File: config.mk
export PLATFORM = sky130hd
export DESIGN_NAME = bch_loc_fix
export DESIGN_NICKNAME = d
export VERILOG_FILES = /design/src/rtl/bch_fix_pkg.sv /design/src/rtl/bch_loc_decode.sv /design/src/rtl/bch_loc_rmw.sv /design/src/rtl/bch_loc_fix.sv
export SDC_FILE = /design/constraint.sdc
export NUM_CORES = 1
export LEC_CHECK = 0
export BUFFER_PORTS_ARGS = -buffer_cell sky130_fd_sc_hd__buf_2
export CORE_AREA = 5 5 110 112
export CTS_CLUSTER_DIAMETER = 60
export DETAILED_ROUTE_END_ITERATION = 8
export DIE_AREA = 0 0 115 117
export GPL_TIMING_DRIVEN = 0
export PLACE_DENSITY = 0.78
export SETUP_SLACK_MARGIN = 0.05
export SYNTH_ARGS = -nofsm -noshare
export SYNTH_HDL_FRONTEND = slang
export SYNTH_SLANG_ARGS = --single-unit
File: constraint.sdc
create_clock -name clk_i -period 3.6 [get_ports clk_i]
set_input_delay 0.72 -clock clk_i [delete_from_list [all_inputs] [get_ports clk_i]]
set_output_delay 0.72 -clock clk_i [all_outputs]
set_load 0.01 [all_outputs]
File: src/rtl/bch_fix_pkg.sv
package bch_fix_pkg;

  typedef enum logic [1:0] {
    RGN_DATA = 2'd0,
    RGN_META = 2'd1,
    RGN_SKIP = 2'd2
  } rgn_e;

  typedef enum logic [1:0] {
    ST_IDLE,
    ST_WAIT,
    ST_FIX,
    ST_DONE
  } fix_st_e;

  // correctable bits per sector for a strength code
  function automatic logic [3:0] strength_limit(input logic [2:0] code);
    if (code >= 3'd4) return 4'd12;
    else return 4'd4 + {1'b0, code[1:0], 1'b0};
  endfunction

endpackage

File: src/rtl/bch_loc_decode.sv
module bch_loc_decode
  import bch_fix_pkg::*;
#(
  parameter int SECT_BYTES = 512,
  parameter int META_BYTES = 8,
  parameter int LOC_W      = 13,
  parameter int MAX_ERR    = 12,
  localparam int NUM_WORDS = MAX_ERR / 2,
  localparam int IDX_W     = $clog2(MAX_ERR),
  localparam int BYTE_W    = LOC_W - 3
) (
  input  logic [NUM_WORDS*32-1:0] loc_words_i,
  input  logic [IDX_W-1:0]        idx_i,
  output rgn_e                    rgn_o,
  output logic [BYTE_W-1:0]       byte_o,
  output logic [7:0]              mask_o
);

  localparam logic [LOC_W-1:0]  DATA_END  = LOC_W'(SECT_BYTES * 8);
  localparam logic [LOC_W-1:0]  META_END  = LOC_W'((SECT_BYTES + META_BYTES) * 8);
  localparam logic [BYTE_W-1:0] META_BASE = BYTE_W'(SECT_BYTES);

  logic [LOC_W-1:0]     locs [MAX_ERR];
  logic [NUM_WORDS-1:0] unused_pad;

  generate
    for (genvar g = 0; g < MAX_ERR; g++) begin : g_loc
      // even locations in the low half, odd in the high half
      assign locs[g] = loc_words_i[32*(g/2) + 16*(g%2) +: LOC_W];
    end
    for (genvar w = 0; w < NUM_WORDS; w++) begin : g_pad
      assign unused_pad[w] = ^{loc_words_i[32*w + 16 + LOC_W +: 16 - LOC_W],
                               loc_words_i[32*w + LOC_W +: 16 - LOC_W]};
    end
  endgenerate

  logic [LOC_W-1:0]  loc;
  logic [BYTE_W-1:0] byte_full;

  always_comb begin
    loc       = (idx_i < IDX_W'(MAX_ERR)) ? locs[idx_i] : '1;
    byte_full = loc[LOC_W-1:3];
    mask_o    = 8'(1) << loc[2:0];
    if (loc < DATA_END) begin
      rgn_o  = RGN_DATA;
      byte_o = byte_full;
    end else if (loc < META_END) begin
      rgn_o  = RGN_META;
      byte_o = byte_full - META_BASE;
    end else begin
      rgn_o  = RGN_SKIP;
      byte_o = '0;
    end
  end

endmodule

File: src/rtl/bch_loc_rmw.sv
module bch_loc_rmw
  import bch_fix_pkg::*;
#(
  parameter int BYTE_W     = 10,
  parameter int META_BYTES = 8
) (
  input  logic              clk_i,
  input  logic              rst_ni,
  input  logic              step_i,
  input  rgn_e              rgn_i,
  input  logic [BYTE_W-1:0] byte_i,
  input  logic [7:0]        mask_i,
  input  logic [7:0]        buf_rdata_i,
  output logic              buf_re_o,
  output logic              buf_we_o,
  output logic              buf_meta_o,
  output logic [BYTE_W-1:0] buf_addr_o,
  output logic [7:0]        buf_wdata_o,
  output logic              loc_done_o
);

  logic              ph_q, act_q, meta_q;
  logic [BYTE_W-1:0] addr_q;
  logic [7:0]        mask_q;

  always_ff @(posedge clk_i or negedge rst_ni) begin
    if (!rst_ni) begin
      ph_q   <= 1'b0;
      act_q  <= 1'b0;
      meta_q <= 1'b0;
      addr_q <= '0;
      mask_q <= '0;
    end else if (step_i) begin
      ph_q <= ~ph_q;
      if (!ph_q) begin
        act_q  <= (rgn_i != RGN_SKIP);
        meta_q <= (rgn_i == RGN_META);
        addr_q <= byte_i;
        mask_q <= mask_i;
      end
    end else begin
      ph_q <= 1'b0;
    end
  end

  always_comb begin
    buf_re_o    = step_i & ~ph_q & (rgn_i != RGN_SKIP);
    buf_we_o    = step_i & ph_q & act_q;
    buf_meta_o  = ph_q ? meta_q : (rgn_i == RGN_META);
    buf_addr_o  = ph_q ? addr_q : byte_i;
    buf_wdata_o = buf_rdata_i ^ mask_q;
    loc_done_o  = step_i & ph_q;
  end

  AST_WR_FOLLOWS_RD: assert property (@(posedge clk_i) disable iff (!rst_ni)
    buf_we_o |-> $past(buf_re_o) && $stable(buf_addr_o) && $stable(buf_meta_o));
  AST_NO_RW_OVERLAP: assert property (@(posedge clk_i) disable iff (!rst_ni)
    !(buf_re_o && buf_we_o));
  AST_META_IN_RANGE: assert property (@(posedge clk_i) disable iff (!rst_ni)
    buf_re_o && buf_meta_o |-> buf_addr_o < BYTE_W'(META_BYTES));
  AST_SKIP_NO_WRITE: assert property (@(posedge clk_i) disable iff (!rst_ni)
    step_i && !ph_q && rgn_i == RGN_SKIP |=> !buf_we_o);

endmodule

File: src/rtl/bch_loc_fix.sv
module bch_loc_fix
  import bch_fix_pkg::*;
#(
  parameter int MAX_SECT   = 8,
  parameter int CNT_W      = 4,
  parameter int SECT_BYTES = 512,
  parameter int META_BYTES = 8,
  parameter int LOC_W      = 13,
  parameter int MAX_ERR    = 12,
  localparam int SECT_W    = $clog2(MAX_SECT),
  localparam int NUM_WORDS = MAX_ERR / 2,
  localparam int IDX_W     = $clog2(MAX_ERR),
  localparam int BYTE_W    = LOC_W - 3
) (
  input  logic                      clk_i,
  input  logic                      rst_ni,
  input  logic                      start_i,
  input  logic [SECT_W-1:0]         last_sect_i,
  input  logic [2:0]                strength_i,
  input  logic [MAX_SECT*CNT_W-1:0] cnt_word_i,
  input  logic [MAX_SECT-1:0]       dec_done_i,
  input  logic [NUM_WORDS*32-1:0]   loc_words_i,
  output logic [SECT_W-1:0]         sect_o,
  output logic                      buf_re_o,
  output logic                      buf_we_o,
  output logic                      buf_meta_o,
  output logic [BYTE_W-1:0]         buf_addr_o,
  output logic [7:0]                buf_wdata_o,
  input  logic [7:0]                buf_rdata_i,
  output logic                      busy_o,
  output logic                      done_o,
  output logic                      fail_o,
  output logic [CNT_W-1:0]          max_cnt_o
);

  fix_st_e           st_q;
  logic [SECT_W-1:0] sect_q, last_q;
  logic [CNT_W-1:0]  lim_q, cnt_q, max_q;
  logic [IDX_W-1:0]  idx_q;
  logic              fail_q;

  logic [CNT_W-1:0]  cur_cnt;
  logic              flag, at_last, idx_last, loc_done;
  rgn_e              rgn;
  logic [BYTE_W-1:0] byte_idx;
  logic [7:0]        mask;

  assign cur_cnt  = cnt_word_i[sect_q*CNT_W +: CNT_W];
  assign flag     = dec_done_i[sect_q];
  assign at_last  = (sect_q == last_q);
  assign idx_last = (CNT_W'(idx_q) == cnt_q - CNT_W'(1));

  always_ff @(posedge clk_i or negedge rst_ni) begin
    if (!rst_ni) begin
      st_q   <= ST_IDLE;
      sect_q <= '0;
      last_q <= '0;
      lim_q  <= '0;
      cnt_q  <= '0;
      max_q  <= '0;
      idx_q  <= '0;
      fail_q <= 1'b0;
    end else begin
      unique case (st_q)
        ST_IDLE: if (start_i) begin
          sect_q <= '0;
          last_q <= last_sect_i;
          lim_q  <= CNT_W'(strength_limit(strength_i));
          max_q  <= '0;
          fail_q <= 1'b0;
          st_q   <= ST_WAIT;
        end
        ST_WAIT: if (flag) begin
          if (cur_cnt == '1 || cur_cnt > lim_q || cur_cnt == '0) begin
            if (cur_cnt != '0) fail_q <= 1'b1;
            if (at_last) st_q <= ST_DONE;
            else sect_q <= sect_q + SECT_W'(1);
          end else begin
            cnt_q <= cur_cnt;
            idx_q <= '0;
            if (cur_cnt > max_q) max_q <= cur_cnt;
            st_q  <= ST_FIX;
          end
        end
        ST_FIX: if (loc_done) begin
          if (idx_last) begin
            if (at_last) st_q <= ST_DONE;
            else begin
              sect_q <= sect_q + SECT_W'(1);
              st_q   <= ST_WAIT;
            end
          end else begin
            idx_q <= idx_q + IDX_W'(1);
          end
        end
        ST_DONE: st_q <= ST_IDLE;
        default: st_q <= ST_IDLE;
      endcase
    end
  end

  bch_loc_decode #(
    .SECT_BYTES(SECT_BYTES), .META_BYTES(META_BYTES),
    .LOC_W(LOC_W), .MAX_ERR(MAX_ERR)
  ) u_decode (
    .loc_words_i(loc_words_i),
    .idx_i      (idx_q),
    .rgn_o      (rgn),
    .byte_o     (byte_idx),
    .mask_o     (mask)
  );

  bch_loc_rmw #(.BYTE_W(BYTE_W), .META_BYTES(META_BYTES)) u_rmw (
    .clk_i      (clk_i),
    .rst_ni     (rst_ni),
    .step_i     (st_q == ST_FIX),
    .rgn_i      (rgn),
    .byte_i     (byte_idx),
    .mask_i     (mask),
    .buf_rdata_i(buf_rdata_i),
    .buf_re_o   (buf_re_o),
    .buf_we_o   (buf_we_o),
    .buf_meta_o (buf_meta_o),
    .buf_addr_o (buf_addr_o),
    .buf_wdata_o(buf_wdata_o),
    .loc_done_o (loc_done)
  );

  assign sect_o    = sect_q;
  assign busy_o    = (st_q != ST_IDLE);
  assign done_o    = (st_q == ST_DONE);
  assign fail_o    = fail_q;
  assign max_cnt_o = max_q;

  AST_WAIT_FOR_FLAG: assert property (@(posedge clk_i) disable iff (!rst_ni)
    buf_re_o |-> dec_done_i[sect_o]);
  AST_ZERO_NO_ACCESS: assert property (@(posedge clk_i) disable iff (!rst_ni)
    st_q == ST_WAIT && flag && cur_cnt == '0 |=> !buf_re_o);
  AST_BAD_SETS_FAIL: assert property (@(posedge clk_i) disable iff (!rst_ni)
    st_q == ST_WAIT && flag && (cur_cnt == '1 || cur_cnt > lim_q) |=> fail_o && !buf_re_o);
  AST_FAIL_STICKY: assert property (@(posedge clk_i) disable iff (!rst_ni)
    fail_o && !(start_i && !busy_o) |=> fail_o);
  AST_DONE_ONE_CYCLE: assert property (@(posedge clk_i) disable iff (!rst_ni)
    done_o |=> !done_o);
  AST_MAX_NO_DROP: assert property (@(posedge clk_i) disable iff (!rst_ni)
    busy_o |=> max_cnt_o >= $past(max_cnt_o));

endmodule

; Yosys cells after proc, flatten, opt, wreduce, memory -nomap -nowiden
; Cells that the tools add are included.
[word_totals]
reg_bits = 46
in_bits = 249
out_inout_bits = 31
wordCells = 115
[classes]
addsub = 5
order_cmp = 8
n_eq_ne = 18
shift = 2
n_mux = 44
bitwise = 8
n_reduce_logical = 17
[op_table]
columns = operator, count
row1 = $bmux 13 s4, 1
row2 = $mux 13, 3
row3 = $mux 4, 9
row4 = $shiftx 32x6->4, 1
row5 = $mux 10, 3
row6 = $lt 13x13->1 const B, 2
row7 = $ne 2x2->1 const B, 10
row8 = $reduce_and 5->1, 4
row9 = $mux 2, 9
row10 = $mux 3, 6
row11 = $pmux 4 s2, 2
row12 = $sub 10x10->10 const B, 1
row13 = $pmux 3 s3, 1
row14 = $gt 4x4->1, 2
row15 = $pmux 2 s4, 1
row16 = $shl 1x3->8 const A, 1
row17 = $xor 8x8->8, 1
row18 = $mux 1, 7
row19 = $reduce_and 6->1, 1
row20 = $reduce_bool 2->1, 3
row21 = $ge 5x5->1 const B, 1
row22 = $not 4->5, 1
row23 = $add 3x3->4 const A, 1
row24 = $add 4x1->4 const B, 1
row25 = other kinds (22), 30

; Depth between registers and ports, before layout
[logic_depth]
ltp_word = 10
mapped_depth = 14
ltp_nobuf = 12

; Modules after synthesis
; From an unflattened synthesis, not the netlist that was laid out.
[hier_totals]
cells_unflattened = 369
area_unflattened_um2 = 4393.0
[by_module_without_submodules]
columns = module, n_inst, cells_each, area_per_inst_um2, seq_area_each_um2
row1 = bch_loc_fix, 1, 178, 1920.6, 600.6
row2 = bch_loc_decode, 1, 118, 1413.9, 0.0
row3 = bch_loc_rmw, 1, 73, 1058.5, 525.5

; Worst setup path after synthesis
; Ideal clock, no wire load.
[synth_timing]
path_kind = input to register
from = input cnt_word_i[30]
to = register sect_q[0], in the netlist sect_o[0]
t_arrival_ns = 3.204
t_required_ns = 3.472
slack_ns = 0.268
stages = 12
path_buffers = 1
path_cell_list = mux4_2 nor2_1 a221oi_2 ha_1 nor2b_1 o21ai_0 a211oi_1 a41oi_1 and3_4 buf_6 a21oi_4 mux2_1
[synth_via]
elab_chain_cells = 6
elab_cells_between_ends = 8
cone_classes = 1 x order compare / 2 x eq/ne / 1 x shift / 4 x reduce/logical
[synth_lines]
columns = item, line
row1 = "start, declared", bch_loc_fix.sv:20  ; input logic [MAX_SECT*CNT_W-1:0] cnt_word_i,
row2 = $shiftx 32x6->4 *, bch_loc_fix.sv:48  ; assign cur_cnt = cnt_word_i[sect_q*CNT_W +: CNT_W];
row3 = named net cur_cnt[2], bch_loc_fix.sv:42  ; logic [CNT_W-1:0] cur_cnt;
row4 = $gt 4x4->1 or $eq 4x4->1 (tied branches), bch_loc_fix.sv:74  ; if (cur_cnt == '1 || cur_cnt > lim_q || cur_cnt == '0) begin
row5 = $logic_or 1x1->1, bch_loc_fix.sv:74
row6 = $logic_or 1x1->1 *, bch_loc_fix.sv:74
row7 = $ne 2x2->1 (no line) *, -
row8 = $reduce_and 6->1 (no line) *, -
row9 = "end signal, assigned", bch_loc_fix.sv:77  ; else sect_q <= sect_q + SECT_W'(1);
row10 = "end signal, assigned", bch_loc_fix.sv:89  ; sect_q <= sect_q + SECT_W'(1);
row11 = "end, declared", bch_loc_fix.sv:37  ; logic [SECT_W-1:0] sect_q, last_q;
; The timed path passes the listed nets; every way through them passes the cells marked *.
; A chain may end at the register's enable or synchronous reset.

; Worst setup path after layout
[layout_timing]
from = register idx_q[0]
to = output buf_re_o
[layout_via]
elab_chain_cells = 10
elab_cells_between_ends = 12
cone_classes = 3 x order compare / 1 x eq/ne / 6 x mux / 2 x bitwise
[layout_lines]
columns = item, line
row1 = "start, declared", bch_loc_fix.sv:39  ; logic [IDX_W-1:0] idx_q;
row2 = "start signal, assigned", bch_loc_fix.sv:93  ; idx_q <= idx_q + IDX_W'(1);
row3 = $not 4->5 (implied by the code), bch_loc_decode.sv:41  ; loc = (idx_i < IDX_W'(MAX_ERR)) ? locs[idx_i] : '1;
row4 = $bmux 13 s4, bch_loc_decode.sv:41
row5 = $mux 13 (implied by the code) (2 in series), bch_loc_decode.sv:41
row6 = $mux 13 *, bch_loc_decode.sv:41
row7 = $lt 13x13->1, bch_loc_decode.sv:47  ; end else if (loc < META_END) begin
row8 = $mux 2, bch_loc_decode.sv:47
row9 = $mux 2 *, bch_loc_decode.sv:44  ; if (loc < DATA_END) begin
row10 = $ne 2x2->1 *, bch_loc_rmw.sv:47  ; buf_re_o = step_i & ~ph_q & (rgn_i != RGN_SKIP);
row11 = $and 1x1->1 *, bch_loc_rmw.sv:47
row12 = "end, declared", bch_loc_fix.sv:24  ; output logic buf_re_o,
; Every way passes the cells marked *; elsewhere a longest branch is shown, timed or not. The select of a mux whose other input is x is not followed.

==> results.md <==
* CTS Buffer Depth at 2
* Area contributors post-synth: dfrtp_1 (26%), mux4_2 (22%), nand2_1 (4.5%)
* Leading cell types by count after synthesis: nand2_1 (52), dfrtp_1 (45), mux4_2 (42)
* Post-synth design cell area at 4294 um2
* Fin Hold WS at 481.8 ps
* Non-filler cells, final at 827
* Final Max Tran Viols at 0
* RSZ-0062 raised after global routing: true
* Place WS at -299.9 ps
* Final GP Congestion at 0.8779
* Avg Synthesized Cell Area at 10.18 um2
* Final Cell Area at 6197 um2
* Ant diodes at 0
* Post-layout util at 55.70%
* I/O pins at 280
* Worst IR drop on VDD at 484.0 uV
* Net count of the mapped netlist at 686
* TritonCTS clock tree: built
* Worst-skew pair later-pin latency at 280 ps
* Total track usage at 21.74%
* Clk slew on worst S/H paths at 60 ps
* Vias in the first global route at 4646
* Cts bufs inserted at 5
* PortBufs at 243
* Fin crit period at 3499 ps
* Slew @ Worst Pin at 1040 ps
* Most common cell in the netlist: nand2_1
* Crit share post-route at 97.20%
* Synth Flop Type: dfrtp_1
* First drt pass iteration count at 5
* Chip width at 115 um
* Worst EP required at 2880 ps
* DRT Wirelength at 16050 um
* #FFs+latches synth at 45
* Relative slew slack at 30.66%
* GRT Max-Usage Layer: met2
* Global Route met2 Usage at 37.85%
* Share of the synthesized area in the top cell type at 26.22%
* Worst setup EP type: output port
* Met1 Track Usage GR at 27.86%
* Clock Skew at 7.561 ps
* Placed cell areas at 5689 um2
* Grt ovf at 0
* Final hold vios at 0
* CTS H-tree depth at 2
* Core area at 11130 um2
* CP max FO at 5
* Final WS setup at 100.6 ps
* Root buffer cell: clkbuf_16
* Vias per inst at 5.655
* Met3 global-route usage at 4.833%
* DIE HEIGHT at 117 um
* Inst Count DP at 808
* FMAX at 285.8 MHz
* Post-Synthesis Cells at 422
* Detail Route Antenna Nets at 0
* Area grow syn2layout at 44.32%
* Post-route DRC violation count at 0
* Die footprint at 13460 um2
* HPWL after DPL at 13220 um
* # setup viols final at 0
* Hold Path Class: reg -> reg
* Crit path launch type: register
* Synthesis warning total at 0
* Num rows at 39
* Largest net degree at the start of global routing at 46
* Status: finished, final reports clean
* Static Leak at 0.002977 uW
* Post-synth EDFFs at 0
* Pwr Density at 874.6 nW/um2
* Async SR Flop Fraction at 100.0%
* # fillers at 969
* # clock sinks at 45
* First-pass GRT wire length at 23270 um
* Yosys cell types at 59
* First DRT Iteration DRCs at 252
* Critical path class: reg -> out
* Biggest area consumer among synthesized cells: dfrtp_1
* Sequential area share after synthesis at 26.22%
* Fraction of layout cells with a size suffix above 1 at 53.65%
* Initial core utilization at 38.60%
* Initial antenna violation count at 0
* Max_cap viols at 0
* Routed vias at 4677
* Final Net Count at 947
* Wire length per cell at 19.41 um
* Data arrival, critical path at 2780 ps
-- layout make-up --
| class | count | area (um2) | area share (%) |
|---|---|---|---|
| inverter | 19 | 71.32 | 1.151 |
| multi-input combinational | 329 | 3093 | 49.91 |
| clock inverter | 2 | 37.54 | 0.6057 |
| buffer | 28 | 207.7 | 3.352 |
| clock buffer | 6 | 138.9 | 2.241 |
| sequential | 45 | 1129 | 18.21 |
| timing repair buffer | 255 | 1341 | 21.64 |
| tap | 143 | 178.9 | 2.887 |
-- final timing paths --
path	startpoint	to	slack, ps	cells after the start
max	idx_q[0]	buf_re_o	100	9
min	u_rmw.meta_q	u_rmw.meta_q	480	2
max reg2reg	sect_o[0]	max_cnt_o[0]	250	10
min reg2reg	u_rmw.meta_q	u_rmw.meta_q	480	2
max in group asynchronous	rst_ni	idx_q[0]	2270	1
min in group asynchronous	rst_ni	u_rmw.addr_q[9]	620	1
-- where the power goes --
group | leakage [uW] | internal, uW | switching, uW
logic | 0.00233 | 1880 | 2100
registers | 0.000569 | 714 | 190
clock network | 0.0000831 | 346 | 184
-- worst max-delay path, cell delays in order (launching register included) --
cell     delay [ps]
dfrtp_2         490
buf_12          160
mux4_2          490
mux2_2          310
o22ai_2         120
nand2_2         100
o31ai_4         340
buf_4           170
and2_1          150
buf_2           150
-- stage by stage --
stage,setup TNS [ps],total power (uW)
after global placement,-1670,4309
after floorplan,0,3464
after CTS,0,5106
final,0,5420
after global routing,0,5845
after detailed placement,-3412,4435
-- registers in the layout, indices dropped and copies added (netlist names), 2 cells and up --
signal        cells
last_q            3
u_rmw.addr_q     10
lim_q             3
idx_q             4
max_cnt_o         4
sect_o            3
cnt_q             4
u_rmw.mask_q      8
st_q              2
-- what timing repair did --
action,4_1_cts,5_1_grt
setup buffers,1,9
hold buffers,0,0
gates resized for setup,24,30
hold endpoints to repair,0,0
gates cloned,0,2
pin swaps,1,10
endpoints found under the setup margin,29,22
-- cells in the final DEF (no fill, tap or decap), types with 7 or more instances in the layout --
cell type,synthesis,routed
buf_2,7,244
buf_4,0,13
clkbuf_1,18,12
clkbuf_16,0,7
dfrtp_1,45,43
ha_1,15,15
inv_1,19,19
mux2_2,13,11
mux2i_1,19,19
mux4_2,42,42
nand2_1,52,49
nand2b_1,13,13
nand3_1,10,10
nor2_1,16,16
nor2b_1,8,8
o21ai_0,34,31
xor2_1,15,15
-- layer usage --
layer	wire [um]	vias up
met3	1507	23
met2	8216	246
li1	-	2127
met1	6093	2281
met5	0	-
met4	234	0
-- cells by family after synthesis --
group	Yosys count	synth area share, %
and+or+nand+nor	128	14.89
AOI/OAI and AO/OA	94	15.82
muxes	75	30.13
buffers and inverters	48	5.099
DFF	45	26.22
xor gates and xnor gates	17	3.468
adders and majority gates	15	4.371
No activity file was read; power rests on OpenSTA's default activity.
